$ cat src/rtl/sar_pkg.sv
package sar_pkg;

  typedef enum logic [2:0] {
    PH_IDLE,
    PH_TRACK,
    PH_SAMPLE,
    PH_DECIDE,
    PH_FINISH
  } phase_e;

  // Decode the position inside a conversion from the cycle count.
  function automatic phase_e classify(input logic busy, input logic [7:0] cyc,
                                      input logic [7:0] sh, input logic [7:0] len);
    if (!busy)          return PH_IDLE;
    else if (cyc == len) return PH_FINISH;
    else if (cyc == sh)  return PH_SAMPLE;
    else if (cyc > sh)   return PH_DECIDE;
    else                 return PH_TRACK;
  endfunction

endpackage

$ cat src/rtl/sar_timing.sv
module sar_timing #(
  parameter int RES_W   = 10,
  parameter int NORM_SH = 2,
  parameter int EXT_SH  = 14,
  parameter int CNT_W   = 5,
  parameter int IDX_W   = 4
) (
  input  logic             clk,
  input  logic             rst_n,
  input  logic             en,
  input  logic             go_req,
  input  logic             free_run,
  input  logic             ext_req,
  output logic             busy,
  output logic             ext,
  output logic             conv_start,
  output logic             last_cyc,
  output logic             sample_stb,
  output logic             decide_stb,
  output logic [IDX_W-1:0] bit_idx
);
  import sar_pkg::*;

  logic [CNT_W-1:0] cyc;
  logic [CNT_W-1:0] sh_c, len_c;
  phase_e           phase;

  assign sh_c  = ext ? CNT_W'(EXT_SH) : CNT_W'(NORM_SH);
  assign len_c = sh_c + CNT_W'(RES_W + 1);
  assign phase = classify(busy, 8'(cyc), 8'(sh_c), 8'(len_c));

  assign conv_start = en && !busy && go_req;
  assign last_cyc   = (phase == PH_FINISH);
  assign sample_stb = (phase == PH_SAMPLE);
  assign decide_stb = (phase == PH_DECIDE);
  assign bit_idx    = IDX_W'(sh_c + CNT_W'(RES_W) - cyc);

  always_ff @(posedge clk or negedge rst_n) begin
    if (!rst_n) begin
      busy <= 1'b0;
      cyc  <= '0;
      ext  <= 1'b0;
    end else if (!en) begin
      busy <= 1'b0;
      cyc  <= '0;
      ext  <= 1'b0;
    end else if (!busy) begin
      if (go_req) begin
        busy <= 1'b1;
        cyc  <= CNT_W'(1);
        ext  <= ext_req;
      end
    end else if (last_cyc) begin
      if (free_run) begin
        cyc <= CNT_W'(1);
        ext <= 1'b0;
      end else begin
        busy <= 1'b0;
        cyc  <= '0;
        ext  <= 1'b0;
      end
    end else begin
      cyc <= cyc + CNT_W'(1);
    end
  end

  a_r8_no_idle_gap: assert property (@(posedge clk) disable iff (!rst_n)
    (last_cyc && en && free_run) |=> (busy && cyc == CNT_W'(1) && !ext));

  a_r3_strobes_exclusive: assert property (@(posedge clk) disable iff (!rst_n)
    !(sample_stb && decide_stb) && !(sample_stb && last_cyc));

  a_r12_abort: assert property (@(posedge clk) disable iff (!rst_n)
    !en |=> !busy);

  a_r2_start: assert property (@(posedge clk) disable iff (!rst_n)
    conv_start |=> (busy && cyc == CNT_W'(1)));

endmodule

$ cat src/rtl/sar_approx.sv
module sar_approx #(
  parameter int RES_W = 10,
  parameter int IDX_W = 4
) (
  input  logic             clk,
  input  logic             rst_n,
  input  logic             sample_stb,
  input  logic             decide_stb,
  input  logic [IDX_W-1:0] bit_idx,
  input  logic             cmp_in,
  input  logic             conv_done,
  output logic [RES_W-1:0] trial,
  output logic [RES_W-1:0] result
);

  localparam logic [RES_W-1:0] MSB_ONLY = {1'b1, {(RES_W-1){1'b0}}};

  // One successive-approximation step: settle bit k, try bit k-1.
  function automatic logic [RES_W-1:0] sar_step(input logic [RES_W-1:0] a,
                                                input logic [IDX_W-1:0] k,
                                                input logic keep);
    logic [RES_W-1:0] n;
    n = a;
    for (int i = 0; i < RES_W; i++) begin
      if (i == int'(k) && !keep) n[i] = 1'b0;
      if (i + 1 == int'(k))      n[i] = 1'b1;
    end
    return n;
  endfunction

  always_ff @(posedge clk or negedge rst_n) begin
    if (!rst_n) begin
      trial  <= '0;
      result <= '0;
    end else begin
      if (sample_stb)      trial <= MSB_ONLY;
      else if (decide_stb) trial <= sar_step(trial, bit_idx, cmp_in);
      if (conv_done)       result <= trial;
    end
  end

  a_r5_msb_first: assert property (@(posedge clk) disable iff (!rst_n)
    sample_stb |=> (trial == MSB_ONLY));

  a_r5_result_load: assert property (@(posedge clk) disable iff (!rst_n)
    conv_done |=> (result == $past(trial)));

endmodule

$ cat src/rtl/sar_sel_guard.sv
module sar_sel_guard #(
  parameter int SEL_W = 6
) (
  input  logic             clk,
  input  logic             rst_n,
  input  logic             sel_wr,
  input  logic [SEL_W-1:0] sel_din,
  input  logic             busy,
  input  logic             last_cyc,
  output logic [SEL_W-1:0] mux_sel
);

  logic [SEL_W-1:0] sel_q;
  logic [SEL_W-1:0] sel_next;
  logic             unlocked;

  assign sel_next = sel_wr ? sel_din : sel_q;
  assign unlocked = !busy || last_cyc;

  always_ff @(posedge clk or negedge rst_n) begin
    if (!rst_n) begin
      sel_q   <= '0;
      mux_sel <= '0;
    end else begin
      sel_q <= sel_next;
      if (unlocked) mux_sel <= sel_next;
    end
  end

  a_r10_locked: assert property (@(posedge clk) disable iff (!rst_n)
    (busy && !last_cyc) |=> $stable(mux_sel));

  a_r11_release: assert property (@(posedge clk) disable iff (!rst_n)
    (last_cyc && sel_wr) |=> (mux_sel == $past(sel_din)));

  a_r9_idle_follow: assert property (@(posedge clk) disable iff (!rst_n)
    (!busy && sel_wr) |=> (mux_sel == $past(sel_din)));

endmodule

$ cat src/rtl/sar_seq_top.sv
module sar_seq_top #(
  parameter int RES_W   = 10,
  parameter int REG_W   = 8,
  parameter int SEL_W   = 6,
  parameter int NORM_SH = 2,
  parameter int EXT_SH  = 14
) (
  input  logic             clk,
  input  logic             rst_n,
  input  logic             en,
  input  logic             free_run,
  input  logic             start_wr,
  input  logic             flag_clr,
  input  logic             sel_wr,
  input  logic [SEL_W-1:0] sel_din,
  input  logic             cmp_in,
  output logic             start_bit,
  output logic             done_flag,
  output logic             busy,
  output logic             ext_active,
  output logic             sample_stb,
  output logic             decide_stb,
  output logic [RES_W-1:0] dac_code,
  output logic [SEL_W-1:0] mux_sel,
  output logic [REG_W-1:0] res_hi,
  output logic [REG_W-1:0] res_lo
);

  localparam int CNT_W = $clog2(EXT_SH + RES_W + 2);
  localparam int IDX_W = $clog2(RES_W);

  logic             en_q, en_rise, first_pend, ext_req;
  logic             conv_start, last_cyc, conv_done;
  logic [IDX_W-1:0] bit_idx;
  logic [RES_W-1:0] result;

  assign en_rise   = en && !en_q;
  assign ext_req   = first_pend || en_rise;
  assign conv_done = last_cyc && en;

  sar_timing #(
    .RES_W(RES_W), .NORM_SH(NORM_SH), .EXT_SH(EXT_SH),
    .CNT_W(CNT_W), .IDX_W(IDX_W)
  ) u_timing (
    .clk(clk), .rst_n(rst_n), .en(en),
    .go_req(start_wr || start_bit), .free_run(free_run), .ext_req(ext_req),
    .busy(busy), .ext(ext_active), .conv_start(conv_start), .last_cyc(last_cyc),
    .sample_stb(sample_stb), .decide_stb(decide_stb), .bit_idx(bit_idx)
  );

  sar_approx #(.RES_W(RES_W), .IDX_W(IDX_W)) u_approx (
    .clk(clk), .rst_n(rst_n), .sample_stb(sample_stb), .decide_stb(decide_stb),
    .bit_idx(bit_idx), .cmp_in(cmp_in), .conv_done(conv_done),
    .trial(dac_code), .result(result)
  );

  sar_sel_guard #(.SEL_W(SEL_W)) u_sel (
    .clk(clk), .rst_n(rst_n), .sel_wr(sel_wr), .sel_din(sel_din),
    .busy(busy), .last_cyc(last_cyc), .mux_sel(mux_sel)
  );

  assign res_hi = REG_W'(result >> REG_W);
  assign res_lo = result[REG_W-1:0];

  always_ff @(posedge clk or negedge rst_n) begin
    if (!rst_n) begin
      en_q       <= 1'b0;
      first_pend <= 1'b0;
      start_bit  <= 1'b0;
      done_flag  <= 1'b0;
    end else begin
      en_q <= en;
      if (conv_start)   first_pend <= 1'b0;
      else if (en_rise) first_pend <= 1'b1;
      if (!en)                            start_bit <= 1'b0;
      else if (start_wr)                  start_bit <= 1'b1;
      else if (conv_done && !free_run)    start_bit <= 1'b0;
      if (conv_done)     done_flag <= 1'b1;
      else if (flag_clr) done_flag <= 1'b0;
    end
  end

  a_r6_set_on_done: assert property (@(posedge clk) disable iff (!rst_n)
    conv_done |=> done_flag);

  a_r6_hold: assert property (@(posedge clk) disable iff (!rst_n)
    (done_flag && !flag_clr) |=> done_flag);

  a_r6_clear: assert property (@(posedge clk) disable iff (!rst_n)
    (flag_clr && !conv_done) |=> !done_flag);

  a_r7_self_clear: assert property (@(posedge clk) disable iff (!rst_n)
    (conv_done && !free_run && !start_wr) |=> !start_bit);

  a_r4_first_extended: assert property (@(posedge clk) disable iff (!rst_n)
    (conv_start && ext_req) |=> ext_active);

endmodule

$ cat config.mk
export PLATFORM = sky130hd
export DESIGN_NAME = sar_seq_top
export DESIGN_NICKNAME = d
export VERILOG_FILES = /design/src/rtl/sar_pkg.sv /design/src/rtl/sar_timing.sv /design/src/rtl/sar_approx.sv /design/src/rtl/sar_sel_guard.sv /design/src/rtl/sar_seq_top.sv
export SDC_FILE = /design/constraint.sdc
export NUM_CORES = 1
export LEC_CHECK = 0
export ABC_AREA = 1
export BUFFER_PORTS_ARGS = -buffer_cell sky130_fd_sc_hd__clkbuf_2
export CORE_MARGIN = 2
export CORE_UTILIZATION = 49
export DETAILED_ROUTE_END_ITERATION = 8
export HOLD_SLACK_MARGIN = 0.15
export PLACE_DENSITY = 0.76
export SYNTH_ARGS = -nofsm -noshare
export SYNTH_HDL_FRONTEND = slang
export SYNTH_SLANG_ARGS = --single-unit
$ cat constraint.sdc
create_clock -name clk -period 1.85 [get_ports clk]
set_input_delay 0.2775 -clock clk [delete_from_list [all_inputs] [get_ports clk]]
set_output_delay 0.2775 -clock clk [all_outputs]
set_load 0.05 [all_outputs]
* After elaboration in Yosys (flattened, before gate mapping)
Index checks and enable logic that the tools add are counted.
Word-level totals: register bits after elaboration 43, latch bits 0, bits in writable memories 0, memory bits (read-only) 0, bits of input ports 14, output and inout bits 38, word-level logic and storage cells 139, memories 0
Cells by class: $add $sub $neg 4, $mul 0, div/mod/pow operators 0, magnitude comparators 1, equality and inequality tests 18, shift-type cells 0, mux-type cells 49, bitwise operators 0, reductions and logical operators 47
Operator list (number):
- $mux W1 | 37
- $reduce_bool A3 Y1 | 10
- $eq A4 B4 Y1 const A | 7
- $reduce_and A2 Y1 | 11
- $mux W10 | 2
- $mux W5 | 4
- $logic_and A1 B1 Y1 | 15
- $mux W3 | 3
- $eq A3 B4 Y1 const A | 2
- $eq A3 B2 Y1 const B | 2
- $mux W6 | 1
- $ne A3 B1 Y1 const B | 2
- $reduce_bool A2 Y1 | 3
- $add A5 B1 Y5 const B | 1
- $add A5 B4 Y5 const B | 1
- $eq A5 B4 Y1 | 1
- $eq A5 B5 Y1 | 1
- $gt A5 B4 Y1 | 1
- $add A4 B4 Y4 const B | 1
- $eq A2 B4 Y1 const A | 1
- $logic_not A1 Y1 | 4
- $logic_not A4 Y1 | 1
- $mux W4 | 1
- $sub A4 B4 Y4 | 1
- other kinds (4) | 6

* Depth between registers and ports, before layout
Gate-level depths: netlist (run 1).
word-level depth 12, depth in mapped cells 14, gate-level depth less buffers 14

* Hierarchy
Synthesis (run 1) repeated with hierarchy kept, for this count alone.
Unflattened totals: cells, all modules 307, area total of the unflattened synthesis 2363.5 µm²
Modules (own cells, without submodules):
- sar_approx | instances 1, cells each 135, area each 1001.0 µm², seq. area each 500.5 µm²
- sar_timing | instances 1, cells each 81, area each 618.1 µm², seq. area each 175.2 µm²
- sar_sel_guard | instances 1, cells each 64, area each 529.3 µm², seq. area each 300.3 µm²
- sar_seq_top | instances 1, cells each 27, area each 215.2 µm², seq. area each 100.1 µm²

* Worst setup path before layout (run 1)
Ideal clock, no wire load.
kind register to output, from reg u_timing.ext, to out decide_stb, data arrival time 2.676 ns, required time 1.572 ns, setup slack -1.104 ns, cell stages (with the launch flop) 8, path buffers 1, cells stage by stage dfrtp_1 -> inv_1 -> ha_1 -> nor2_4 -> nand2_4 -> nand2_4 -> buf_12 -> nor3_1
On the way: cells in the longest elaborated chain, start to end 7, elaborated cells between the ends (all ways) 10, classes of those cells add/sub (1); order compare (1); eq/ne (3); mux (5)
Ends and longest elaborated chain:
- start, declared | RTL line sar_timing.sv:15 | output logic ext,
- start signal, assigned | RTL line sar_timing.sv:51 | ext <= ext_req;
- $mux W4 (*) | RTL line sar_timing.sv:28 | assign sh_c = ext ? CNT_W'(EXT_SH) : CNT_W'(NORM_SH);
- branches (longest 3 deep; another with $add A5 B4 Y5)
- $mux W3 (*) | RTL line sar_pkg.sv:15 | else if (cyc == len) return PH_FINISH;
- $mux W3 (*) | RTL line sar_pkg.sv:14 | if (!busy) return PH_IDLE;
- $eq A3 B2 Y1 (*) | RTL line sar_timing.sv:35 | assign decide_stb = (phase == PH_DECIDE);
- end, declared | RTL line sar_seq_top.sv:22 | output logic decide_stb,
Every way passes the cells marked *.

* Worst setup path after layout (run 1)
Ends and elaborated chain as after synthesis.

==> qor.csv, run 1 <==
metric;value;unit
final wirelength;5440;um
multi-input logic area;0.00123;mm^2
core box area;0.00466;mm^2
std cell rows;25;
Worst Setup Start Kind;flip-flop;
Clock transition at path regs;0.08;ns
TritonCTS buffer count;5;
share of the synthesized area in the top cell type;46.1;%
clk_lat worst skew;0.30;ns
Syn Area/Cell;8.42;um^2
RSZ-0062 raised after global routing;yes;
synthesized instance count;277;
worst setup margin;-0.106;ns
die width;73.0;um
area of the mapped netlist;0.00233;mm^2
CP Data Required Time;1.57;ns
register area share after synthesis;46.1;%
final hold vios;0;
via count;2035;
Slew @ Worst Pin;0.526;ns
area of placed instances;0.00268;mm^2
Starting Density;50.1;%
CP arrival;1.68;ns
area leader, netlist;dfrtp_1;
drt first pass iters;4;
IO Count;52;
max_cap viols;0;
Initial DRC Count;147;
flop and latch count out of synthesis;43;
Power Dens Cells;878;mW/mm^2
first-pass GRT wire length;8600;um
max-slew violation count;0;
GR Overflow Total;0;
drt wl/cell;13.6;um
Synth area leaders;dfrtp_1, nand2_1, nor2_1;
detailed-placement wirelength estimate;3570;um
layout cells sized above 1;39.9;%
failing checks;negative setup slack;
clock tree buffer depth;2;
CTS sink cnt;43;
largest net degree at the start of global routing;44;
ANT cells;0;
Buffers on Ports;45;
Tmin final;1.96;ns
post-layout net count;367;
P_leak;1.58;nW
vias in the first global route;1894;
Peak VDD IR;0.000439;V
Final Setup Violations;2;
most frequent cells in the layout;nand2_1, clkbuf_2, dfrtp_1, nor2_1, inv_1;
register area;0.00108;mm^2
CTS tree;done;
commonest non-fill, non-tap cell in the layout;nand2_1;
Crit. End Element;output pin;
Slew Limit Headroom;64.9;%
Hold Path Class;primary input to flip-flop;
max frequency;511;MHz
Root Buffer;clkbuf_8;
fillers;368;
Netlist cell types;31;
Setup Skew;0.00383;ns
crit-path max FO;4;
Routed Antenna Nets;0;
asr flop ratio synth;100;%
critical path class;flip-flop to output pin;
fin crit share;106;%
Post-synth EDFFs;0;
initial antenna violation count;0;
Syn-to-layout area delta;30.6;%
H-tree depth;2;
RD Place Congestion;0.899;
synth warn;0;
DRC errors left;0;
gr usage total;20.7;%
final instance area;0.00305;mm^2
top_reg_cell synth;dfrtp_1;
die area;0.00533;mm^2
utilization after layout;65.4;%
status;complete, but fails checks;
Vert. Die Dim;73.0;um
vias per inst;5.09;
timing repair:
action / 4_1_cts / 5_1_grt
hold buffers: 1 / 0
pin swaps: 4 / 16
endpoints found under the hold margin: 43 / 0
buffers inserted: 9 / 3
endpoints found under the setup margin: 5 / 12
resized for setup: 11 / 25
cloned: 0 / 1
where the power goes:
| group | switching [mW] | leakage, nW | internal, mW |
|---|---|---|---|
| sequential | 0.0429 | 0.552 | 1.01 |
| clock | 0.324 | 0.0654 | 0.539 |
| combinational | 0.540 | 0.965 | 0.214 |
flip-flops by register name, summed over array words and instances, names as in the netlist:
name / flops
done_flag: 1
u_approx.result: 10
u_approx.trial: 10
u_timing.busy: 1
first_pend: 1
u_sel.sel_q: 6
u_sel.mux_sel: 6
u_timing.ext: 1
start_bit: 1
en_q: 1
u_timing.cyc: 5
cell type report:
| class | instances | area share, % |
|---|---|---|
| clock buffer | 6 | 2.38 |
| clock inverter | 2 | 1.97 |
| inverter | 32 | 4.23 |
| multi-input combinational | 197 | 40.3 |
| sequential | 43 | 35.4 |
| tap | 54 | 2.22 |
| timing repair buffer | 66 | 13.5 |
cell usage after synthesis, types with 3 or more instances:
cell / number
nand2_1: 81
dfrtp_1: 43
nor2_1: 31
inv_1: 29
nand3_1: 16
ha_1: 8
o21ai_1: 7
buf_4: 6
mux2_2: 6
nand2_2: 6
nand2_4: 5
nor3_1: 4
o21ai_0: 4
o21ai_2: 4
a21oi_1: 3
inv_2: 3
nand4_1: 3
through the flow:
step                      instances  setup slack, ns  hold slack [ns]  total power, mW  TNS, ns
final                           400           -0.106            0.152             2.68   -0.183
after CTS                       396           -0.124            0.157             2.62   -0.216
after global routing            400           -0.170            0.158             2.79   -0.594
after detailed placement        378           0.0329            0.383             1.73        0
after floorplan                 282           -0.172          -0.0181             1.57   -0.254
after global placement          378           0.0700            0.376             1.71        0
logic make-up after synthesis:
| group | Yosys count | share of synthesized area [%] |
|---|---|---|
| AO/OA/AOI/OAI | 22 | 6.17 |
| XOR/XNOR | 1 | 0.375 |
| adder cells (fa/ha/maj) | 8 | 4.29 |
| buffers and inverters | 43 | 9.22 |
| flip-flops | 43 | 46.1 |
| multiplexers | 6 | 2.90 |
| other | 1 | 0.161 |
| AND/OR/NAND/NOR | 153 | 30.8 |
layer usage:
metal	vias to the layer above	global-route usage, %	part of all wire [%]
met5	-	0	0
met4	0	7.20	2.2
met3	16	4.42	4.8
met2	77	34.7	50
met1	954	26.5	43
li1	988	-	-
worst max-delay path: stages, from the launching register on:
cell and delay, ns:
dfrtp_2 0.40, inv_4 0.06, ha_4 0.30, nand2_1 0.05, nand2_1 0.07, nand2_2 0.07, nand2_4 0.08, inv_4 0.04
nor3_4 0.15, buf_12 0.16
worst paths after layout:
kind | slack [ns] | endpoint | from | cells after the start
hold / removal | 0.15 | done_flag | flag_clr | 2
max in group asynchronous | 0.88 | u_timing.cyc[3] | rst_n | 3
min in group asynchronous | 0.57 | done_flag | rst_n | 3
setup / recovery | -0.11 | decide_stb | u_timing.ext | 9
hold reg to reg | 0.48 | u_sel.mux_sel[3] | u_sel.mux_sel[3] | 2
setup reg to reg | 0.04 | u_approx.trial[3] | u_timing.ext | 14
Power figures use the tool's default switching activity.
==> inputs of run 2 (changes only) <==
--- a/config.mk
+++ b/config.mk
@@ -7,6 +7,7 @@
 export LEC_CHECK = 0
 export ABC_AREA = 1
 export BUFFER_PORTS_ARGS = -buffer_cell sky130_fd_sc_hd__clkbuf_2
+export CORE_ASPECT_RATIO = 1.2
 export CORE_MARGIN = 2
 export CORE_UTILIZATION = 49
 export DETAILED_ROUTE_END_ITERATION = 8
==> run 2 against run 1 <==
Effect of this change:
- the flow still finishes with violations (negative setup slack)
- setup slack lost 0.014 ns
- flip-flop and latch count unchanged
- total power fell by 10%
- utilization increased by 0.21 points
- critical endpoint unchanged
- largest cell class unchanged
==> qor.csv, run 2 (synthesis gave the netlist of run 1 again) <==
metric;value;unit
CTS sink cnt;43;
RD Place Congestion;0.912;
Setup Skew;0.00323;ns
drt first pass iters;4;
Hold Startpoint;flag_clr;
Peak VDD IR;0.000462;V
core box area;0.00459;mm^2
DRC errors left;0;
Vert. Die Dim;79.6;um
commonest non-fill, non-tap cell in the layout;nand2_1;
Syn-to-layout area delta;29.1;%
TritonCTS buffer count;5;
Initial DRC Count;110;
multi-input logic area;0.00123;mm^2
DP Cell Count;383;
crit path from;u_timing.ext;
fillers;380;
IO Count;52;
largest net degree at the start of global routing;19;
final hold vios;0;
status;complete, but fails checks;
Starting Density;50.8;%
die width;67.0;um
Setup WS pre-CTS;0.0395;ns
Routed Antenna Nets;0;
first-pass GRT wire length;8380;um
ANT cells;0;
P_leak;1.57;nW
initial antenna violation count;0;
Crit. End Element;output pin;
Power Dens Cells;799;mW/mm^2
Worst R2R Start;u_timing.ext;
register area;0.00108;mm^2
Hold Path Class;primary input to flip-flop;
max_cap viols;0;
fin crit share;107;%
H-tree depth;2;
drt wl/cell;13.2;um
layout cells sized above 1;40.0;%
max frequency;508;MHz
Clock transition at path regs;0.08;ns
CP arrival;1.69;ns
most frequent cells in the layout;nand2_1, clkbuf_2, dfrtp_1, nor2_1, inv_1;
CTS tree;done;
final cell count without fillers;403;
final wirelength;5320;um
Tmin final;1.97;ns
vias in the first global route;1889;
Final Setup Violations;2;
vias per inst;4.96;
Root Buffer;clkbuf_8;
crit-path max FO;4;
hold slack final;0.153;ns
Buffers on Ports;45;
Worst Setup Start Kind;flip-flop;
critical path class;flip-flop to output pin;
gr usage total;21.0;%
worst setup margin;-0.120;ns
utilization after layout;65.6;%
clock tree buffer depth;2;
CP Data Required Time;1.57;ns
detailed-placement wirelength estimate;3670;um
die area;0.00533;mm^2
std cell rows;27;
GR Overflow Total;0;
clk_lat worst skew;0.30;ns
post-layout net count;366;
max-slew violation count;0;
via count;1998;
failing checks;negative setup slack;
biggest regs;u_approx.result x10, u_approx.trial x10;
RSZ-0062 raised after global routing;yes;
## run 2: what timing repair did
item	4_1_cts	5_1_grt
pin swaps	5	21
hold buffers	1	0
buffers inserted	6	6
endpoints found under the hold margin	10	0
gates cloned	0	0
gates resized for setup	12	28
endpoints found under the setup margin	2	14
## run 2: final cells by class
| cell class | instances | share of cell area (%) |
|---|---|---|
| inverter | 32 | 4.36 |
| tap | 58 | 2.41 |
| clock inverter | 2 | 0.415 |
| clock buffer | 6 | 2.41 |
| sequential | 43 | 35.8 |
| timing repair buffer | 66 | 13.9 |
| multi-input combinational | 196 | 40.7 |
## run 2: path summary, 6_finish.rpt
| path | endpoint | slack, ns | cells past startpoint |
|---|---|---|---|
| min | done_flag | 0.15 | 2 |
| max | decide_stb | -0.12 | 7 |
| max reg2reg | u_approx.trial[9] | 0.02 | 13 |
| max in group asynchronous | u_approx.result[1] | 0.93 | 3 |
| min in group asynchronous | u_timing.cyc[4] | 0.39 | 2 |
| min reg2reg | u_approx.result[4] | 0.47 | 2 |
## run 2: metrics by stage
stage,TNS (ns),cell area [um^2],power [mW]
2_1_floorplan,-0.254,2400,1.57
3_3_place_gp,0,2690,1.71
3_5_place_dp,0,2690,1.73
4_1_cts,-0.242,2870,2.34
5_1_grt,-0.775,3010,2.53
6_report,-0.190,3010,2.41
## run 2: power breakdown
group / total, mW / switching [mW] / internal, mW
Sequential: 1.06 / 0.0443 / 1.02
Combinational: 0.752 / 0.531 / 0.221
Clock: 0.595 / 0.331 / 0.264
Total: 2.41 / 0.907 / 1.50
## run 2: per-layer routing
layer  track usage, %  vias up  routed length (um)
li1                 -      992                   -
met4             10.6        0                 171
met5                0        -                   0
met3             3.95       15                 282
met1             24.6      920                2160
met2             36.1       71                2710
## run 2: critical path, stage by stage (launching register included)
cell and delay (ns):
dfrtp_2 0.40, inv_4 0.06, ha_4 0.31, nor2_4 0.06, nand2_4 0.12, nand2_8 0.08, nor3_4 0.21, buf_12 0.16
==> inputs of run 3 (changes only) <==
--- a/config.mk
+++ b/config.mk
@@ -13,6 +13,7 @@
 export DETAILED_ROUTE_END_ITERATION = 8
 export HOLD_SLACK_MARGIN = 0.15
 export PLACE_DENSITY = 0.76
+export SKIP_CTS_REPAIR_TIMING = 1
 export SYNTH_ARGS = -nofsm -noshare
 export SYNTH_HDL_FRONTEND = slang
 export SYNTH_SLANG_ARGS = --single-unit
==> run 3 against run 2 <==
Effect of this change:
- combinational power shrank 2.8%
- utilization down 1.3 points
- first-iteration DRC count fell by 10%
- critical path type unchanged
- the flow still finishes with violations (negative setup slack)
==> qor.csv, run 3 (synthesis gave the netlist of run 1 again) <==
metric;value;unit
Initial DRC Count;99;
Setup WS pre-CTS;0.0395;ns
Worst Setup Start Kind;flip-flop;
Final Setup Violations;2;
Syn-to-layout area delta;26.6;%
Most common cell on crit path;nand2_1;
Overall Power;2.38;mW
fillers;387;
largest net degree at the start of global routing;19;
CP arrival;1.75;ns
crit-path max FO;5;
CTS sink cnt;43;
hold slack final;0.155;ns
H-tree depth;2;
Setup Skew;0.00376;ns
Hold Path Class;primary input to flip-flop;
largest delay contributor family on the critical path;simple AND/OR/NAND/NOR gates;
crit-path max cell delay;0.45;ns
DRC errors left;0;
std cell rows;27;
RSZ-0062 raised after global routing;yes;
Routed Antenna Nets;0;
max_cap viols;0;
worst path buffer plus inverter count;2;
final cell count without fillers;403;
clk_lat worst skew;0.30;ns
status;complete, but fails checks;
CP max stage cell;dfrtp_2;
critical path class;flip-flop to output pin;
Vert. Die Dim;79.6;um
fin crit share;110;%
clock tree buffer depth;2;
vias in the first global route;1815;
failing checks;negative setup slack;
final wirelength;4920;um
drt wl/cell;12.2;um
post-layout net count;366;
first-pass GRT wire length;7970;um
most frequent cells in the layout;nand2_1, clkbuf_2, dfrtp_1, nor2_1, inv_1;
CTS tree;done;
Root Buffer;clkbuf_8;
Peak VDD IR;0.000459;V
max-slew violation count;0;
commonest non-fill, non-tap cell in the layout;nand2_1;
max frequency;493;MHz
worst setup margin;-0.179;ns
via count;1954;
ANT cells;0;
vias per inst;4.85;
IO Count;52;
core box area;0.00459;mm^2
Starting Density;50.8;%
gr usage total;19.8;%
Crit. End Element;output pin;
Tmin final;2.03;ns
GR Overflow Total;0;
TritonCTS buffer count;5;
RD Place Congestion;0.912;
CP Data Required Time;1.57;ns
Clock transition at path regs;0.08;ns
die area;0.00533;mm^2
P_leak;1.55;nW
biggest regs;u_approx.result x10, u_approx.trial x10;
Power Dens Cells;805;mW/mm^2
DP Cell Count;383;
initial antenna violation count;0;
critical path cell sequence;ha_4, nand2_1, nand2_1, nand2_1, nand2_2, inv_4, nor3_4, buf_12;
detailed-placement wirelength estimate;3670;um
layout cells sized above 1;36.5;%
die width;67.0;um
drt first pass iters;4;
Buffers on Ports;45;
final hold vios;0;
-- run 3: final timing paths --
path,start,endpoint,slack (ns),cells past startpoint
min in group asynchronous,rst_n,u_timing.cyc[4],0.39,2
setup reg to reg,u_timing.ext,u_approx.trial[1],0.01,13
hold reg to reg,u_approx.result[4],u_approx.result[4],0.47,2
setup / recovery,u_timing.cyc[2],decide_stb,-0.18,8
hold / removal,flag_clr,done_flag,0.16,2
max in group asynchronous,rst_n,u_sel.mux_sel[5],0.93,3
-- run 3: layout make-up --
class                           instances  area [um^2]  area share (%)
Clock buffer                            6         72.6            2.46
Clock inverter                          2         12.5           0.424
Inverter                               32          131            4.45
Multi-Input combinational cell        197         1190            40.2
Sequential cell                        43         1080            36.5
Tap cell                               58         72.6            2.46
Timing Repair Buffer                   65          399            13.5
-- run 3: power breakdown --
part | switching, mW | internal, mW | total [mW]
combinational | 0.521 | 0.210 | 0.731
sequential | 0.0433 | 1.02 | 1.06
clock | 0.324 | 0.264 | 0.588
total | 0.888 | 1.49 | 2.38
-- run 3: per-layer routing --
metal | GRT usage, % | share of wire [%]
met2 | 34.3 | 51
met1 | 23.3 | 43
met3 | 3.67 | 3.6
met4 | 9.59 | 2.5
met5 | 0 | 0
-- run 3: through the flow --
stage	instance area, um^2	setup TNS, ns	utilization (%)
2_1_floorplan	2400	-0.254	-
3_3_place_gp	2690	0	58.5
3_5_place_dp	2690	0	58.5
4_1_cts	2770	-0.561	60.4
5_1_grt	2950	-1.20	64.3
6_report	2950	-0.313	64.3
